==> config.mk <==
export PLATFORM = sky130hd
export DESIGN_NAME = div3_jk
export DESIGN_NICKNAME = d
export VERILOG_FILES = /design/src/rtl/div3_pkg.sv /design/src/rtl/jk_cell.sv /design/src/rtl/div3_jk.sv
export SDC_FILE = /design/constraint.sdc
export NUM_CORES = 1
export LEC_CHECK = 0
export ABC_CLOCK_PERIOD_IN_PS = 800
export BUFFER_PORTS_ARGS = -buffer_cell sky130_fd_sc_hd__buf_2
export CORE_AREA = 2 2 39 41
export CTS_CLUSTER_DIAMETER = 40
export DETAILED_ROUTE_END_ITERATION = 6
export DIE_AREA = 0 0 41 43
export PLACE_DENSITY_LB_ADDON = 0.12
export REMOVE_ABC_BUFFERS = 1
export SLEW_MARGIN = 20
export SYNTH_ARGS = -nofsm -noshare
export SYNTH_HDL_FRONTEND = slang
export SYNTH_SLANG_ARGS = --single-unit
==> constraint.sdc <==
create_clock -name clk -period 0.8 [get_ports clk]
set_input_delay 0.12 -clock clk [delete_from_list [all_inputs] [get_ports clk]]
set_output_delay 0.12 -clock clk [all_outputs]
set_load 0.005 [all_outputs]
==> src/rtl/div3_pkg.sv <==
package div3_pkg;

    // Register state of the divider: bit 1 is flip-flop B, bit 0 is flip-flop A.
    typedef struct packed {
        logic b;
        logic a;
    } div3_state_t;

    // Input pins of one JK element.
    typedef struct packed {
        logic j;
        logic k;
    } jk_pins_t;

    // JK characteristic equation: set on J when low, hold unless K when high.
    function automatic logic jk_next(input logic q, input jk_pins_t p);
        return (p.j & ~q) | (~p.k & q);
    endfunction

endpackage

==> src/rtl/jk_cell.sv <==
module jk_cell
    import div3_pkg::*;
#(
    parameter logic RST_VAL = 1'b0
) (
    input  logic     clk,
    input  logic     srst,
    input  logic     en,
    input  jk_pins_t pins,
    output logic     q
);

    logic q_d;
    logic q_q;

    // Next value: reset value, held value, or the JK rule.
    always_comb begin
        q_d = q_q;
        if (srst) begin
            q_d = RST_VAL;
        end else if (en) begin
            q_d = jk_next(q_q, pins);
        end
    end

    always_ff @(posedge clk) begin
        q_q <= q_d;
    end

    assign q = q_q;

    // J and K both high flips the element on an enabled edge.
    p_jk_toggle_r2: assert property (@(posedge clk) disable iff (srst)
        (en && pins.j && pins.k) |=> (q_q != $past(q_q)))
        else $error("p_jk_toggle_r2");

    // Enable low: the element keeps its value.
    p_jk_hold_r3: assert property (@(posedge clk) disable iff (srst)
        !en |=> $stable(q_q))
        else $error("p_jk_hold_r3");

endmodule

==> src/rtl/div3_jk.sv <==
module div3_jk
    import div3_pkg::*;
#(
    parameter logic RST_A = 1'b0,
    parameter logic RST_B = 1'b0
) (
    input  logic clk,
    input  logic srst,
    input  logic en,
    output logic a_out,
    output logic a_n_out,
    output logic b_out,
    output logic b_n_out
);

    localparam int NUM_FF = 2;
    localparam logic [NUM_FF-1:0] RST_VEC = {RST_B, RST_A};

    div3_state_t        st_q;
    logic [NUM_FF-1:0]  q_w;
    jk_pins_t           pins_d [NUM_FF];

    // Feedback wiring only: every pin is a flip-flop output or a constant.
    always_comb begin
        pins_d[0].j = ~st_q.b;   // A: set while B is low
        pins_d[0].k =  st_q.b;   // A: clear once B is high
        pins_d[1].j =  st_q.a;   // B: set after A is high
        pins_d[1].k =  1'b1;     // B: never stays high
    end

    for (genvar gi = 0; gi < NUM_FF; gi++) begin : g_ff
        jk_cell #(
            .RST_VAL(RST_VEC[gi])
        ) u_ff (
            .clk  (clk),
            .srst (srst),
            .en   (en),
            .pins (pins_d[gi]),
            .q    (q_w[gi])
        );
    end

    assign st_q    = div3_state_t'(q_w);
    assign a_out   =  st_q.a;
    assign a_n_out = ~st_q.a;
    assign b_out   =  st_q.b;
    assign b_n_out = ~st_q.b;

    // Legal sequence 00 -> 01 -> 11 -> 00 on enabled edges.
    p_step_00_r2: assert property (@(posedge clk) disable iff (srst)
        (en && st_q == 2'b00) |=> (st_q == 2'b01))
        else $error("p_step_00_r2");

    p_step_01_r2: assert property (@(posedge clk) disable iff (srst)
        (en && st_q == 2'b01) |=> (st_q == 2'b11))
        else $error("p_step_01_r2");

    p_step_11_r2: assert property (@(posedge clk) disable iff (srst)
        (en && st_q == 2'b11) |=> (st_q == 2'b00))
        else $error("p_step_11_r2");

    // Enable low: both flip-flops keep their values.
    p_hold_r3: assert property (@(posedge clk) disable iff (srst)
        !en |=> $stable(st_q))
        else $error("p_hold_r3");

    // B is a single-cycle pulse.
    p_b_pulse_r4: assert property (@(posedge clk) disable iff (srst)
        (en && st_q.b) |=> !st_q.b)
        else $error("p_b_pulse_r4");

    // The unused state leaves to 00 in one enabled edge.
    p_escape_r5: assert property (@(posedge clk) disable iff (srst)
        (en && st_q == 2'b10) |=> (st_q == 2'b00))
        else $error("p_escape_r5");

endmodule

==> impl_metrics.tcl <==
set metrics [dict create \
    min_from "srst" \
    avgSynthCellArea_um2 8.619 \
    drive_above_1_share 0.8000 \
    die_width_um 41 \
    power_density_nw_per_um2 2137 \
    ant_nets 0 \
    cp-end-kind "output port" \
    viasPerCell 2.944 \
    cts_buffers 3 \
    crit_chain "inv_2 > buf_2" \
    maxCapViolCount 0 \
    worst-r2r-cell-count 3 \
    slowest_stage "dfxtp_2" \
    numPortBuffers 6 \
    grt_overflow 0 \
    drc 0 \
    routed_wl_um 250 \
    crit_required_ns 0.68 \
    num_vias 106 \
    ys.flop_type "dfxtp_1" \
    clkLatencyLatePin_ns 0.22 \
    critPathMaxFanout 3 \
    postLayoutCellArea_um2 178.9 \
    grt_max_degree 5 \
    place_area_um2 127.6 \
    synth-warning-count 0 \
    fin_cells 36 \
    violations "negative setup slack" \
    finalCriticalPeriod_ns 0.8122 \
    setup.worst_path.class "flop to output port" \
    whs_path_depth 2 \
    synth_cell_types 7 \
    holdPathEnd "g_ff[1].u_ff.q" \
    fin_skew_ns 0.001515 \
    die_y_um 43 \
    critPathMaxStageDelay_ns 0.33 \
    io_pins 7 \
    crit_buf_inv 2 \
    rsz0062_at_grt "true" \
    ys_top_cells_by_count "dfxtp_1 (2), inv_1 (2)" \
    timing.final.ws_setup_ns -0.01220 \
    antenna_found_initial 0 \
    path_depth 2 \
    synth_edf_count 0 \
    numClockSinks 2 \
    clock_path_buffers 2 \
    gp_congestion 0.4819 \
    hp-class "input pin to flop" \
    ys_seq_area_frac 0.5161 \
    core_area_um2 1384 \
    grt_pass1_wl_um 351 \
    slew_violations 0 \
    nNetsFinal 25 \
    crit_family "flip-flops" \
    grt_pass1_vias 95 \
    cts_tree "yes" \
    fin_crit_sh 1.015 \
    r2r_setup_slack_ns 0.01 \
    htreeDepth 1 \
    die_area_um2 1763 \
    syn-cell-area_um2 77.57 \
    fmax_mhz 1231 \
    root_buffer "clkbuf_4" \
    num_antenna_cells 0 \
    synthArstFlopShare 0 \
    clk_pin_slew_ns 0.03 \
    timing.rr.end "g_ff[1].u_ff.q" \
    setup_viol 2 \
    synth_area_leader_cell "dfxtp_1" \
    rr_startpoint "g_ff[1].u_ff.q" \
    status "finished with violations" \
    grt_usage 0.03707 \
    ys_ff_latch 2 \
    netlist_top_cells_area "dfxtp_1 (52%), a211oi_1 (9.7%), inv_1 (9.7%), nand3b_1 (9.7%), nand2b_1 (8.1%)" \
    wl_per_cell_um 6.944 \
    drt-pass1-iter-count 1 \
    row_count 14 \
    worst_pin_slew_ns 0.1505 \
    max-slew-margin-rel 0.8995 \
    placed_cells 31 \
    largest_reg_flops 2 \
    cp.arrival_ns 0.69 \
    p_leak_nw 0.08055 \
    critPathLaunchType "flop" \
    hold_viol 0 \
    ir_drop_mv 0.5160 \
    initial_core_util 0.05606 \
    drtIter0Drc 0 \
    area_growth_pct 130.6 \
    syn_inst 9 \
    synthDominantCellAreaShare 0.5161 \
]
per-layer routing:
layer | GRT usage | vias up | share of wire
met3 | 0.06806 | 0 | 0.26
met5 | 0 | - | 0
met2 | 0.03438 | 7 | 0.31
li1 | - | 54 | -
met1 | 0.03195 | 45 | 0.43
met4 | 0.02000 | 0 | 0
worst max path at each step:
stage / startpoint / endpoint / slack, ns
global route: g_ff[0].u_ff.q / a_n_out / -0.05
floorplan: g_ff[1].u_ff.q / g_ff[1].u_ff.q / 0.14
detailed placement: g_ff[1].u_ff.q / g_ff[1].u_ff.q / 0.10
CTS: g_ff[0].u_ff.q / a_n_out / -0.03
finish: g_ff[0].u_ff.q / a_n_out / -0.01
global placement: g_ff[0].u_ff.q / g_ff[0].u_ff.q / 0.03
report_power, final:
group	switching [mW]	total (mW)	internal, mW
clock network	0.0526	0.218	0.165
registers	0.00560	0.114	0.109
logic	0.0206	0.0506	0.0299
per-stage QoR:
stage                     power [mW]  setup slack, ns  hold slack, ns  utilization  TNS [ns]
after floorplan               0.1263           0.1387          0.1891            -         0
final                         0.3824         -0.01220         0.08552       0.1293  -0.01853
after global routing          0.4097         -0.04722         0.08754       0.1293   -0.1733
after detailed placement      0.1476           0.1034          0.3052      0.09222         0
after CTS                     0.3966         -0.03090         0.05938       0.1212  -0.05873
after global placement        0.1500          0.02782          0.3068      0.09222         0
layout make-up:
| type | count | area [um^2] |
|---|---|---|
| Clock buffer | 3 | 22.52 |
| Fill cell | 160 | 1205 |
| Inverter | 2 | 7.507 |
| Multi-Input combinational cell | 5 | 35.03 |
| Sequential cell | 2 | 42.54 |
| Tap cell | 16 | 20.02 |
| Timing Repair Buffer | 8 | 51.30 |
cells in the final DEF (no fill, tap or decap):
master / netlist / final
buf_2: 0 / 5
clkbuf_4: 0 / 3
inv_2: 0 / 2
dfxtp_2: 0 / 2
buf_4: 0 / 2
nand2b_1: 1 / 1
nand3b_1: 1 / 1
a21oi_1: 1 / 1
nor2_1: 1 / 1
a211oi_2: 0 / 1
buf_6: 0 / 1
kinds of logic after synthesis:
kind of cell,after synthesis,share of synthesized area
and+or+nand+nor,3,0.2258
DFF,2,0.5161
AOI/OAI and AO/OA,2,0.1613
buffers and inverters,2,0.09681
worst register-to-register path: cells and delay by family (launching register included):
kind	cells	cell delay, ns
flip-flops	1	0.32
AND/OR/NAND/NOR	1	0.15
buffers and inverters	1	0.14
AO/OA/AOI/OAI	1	0.12
repair_timing:
item	4_1_cts	5_1_grt
buffers inserted	2	0
hold buffers	0	0
gates resized for setup	2	4
pin swaps	1	0
setup endpoints to repair	4	6
(Power assumes the default switching activity.)
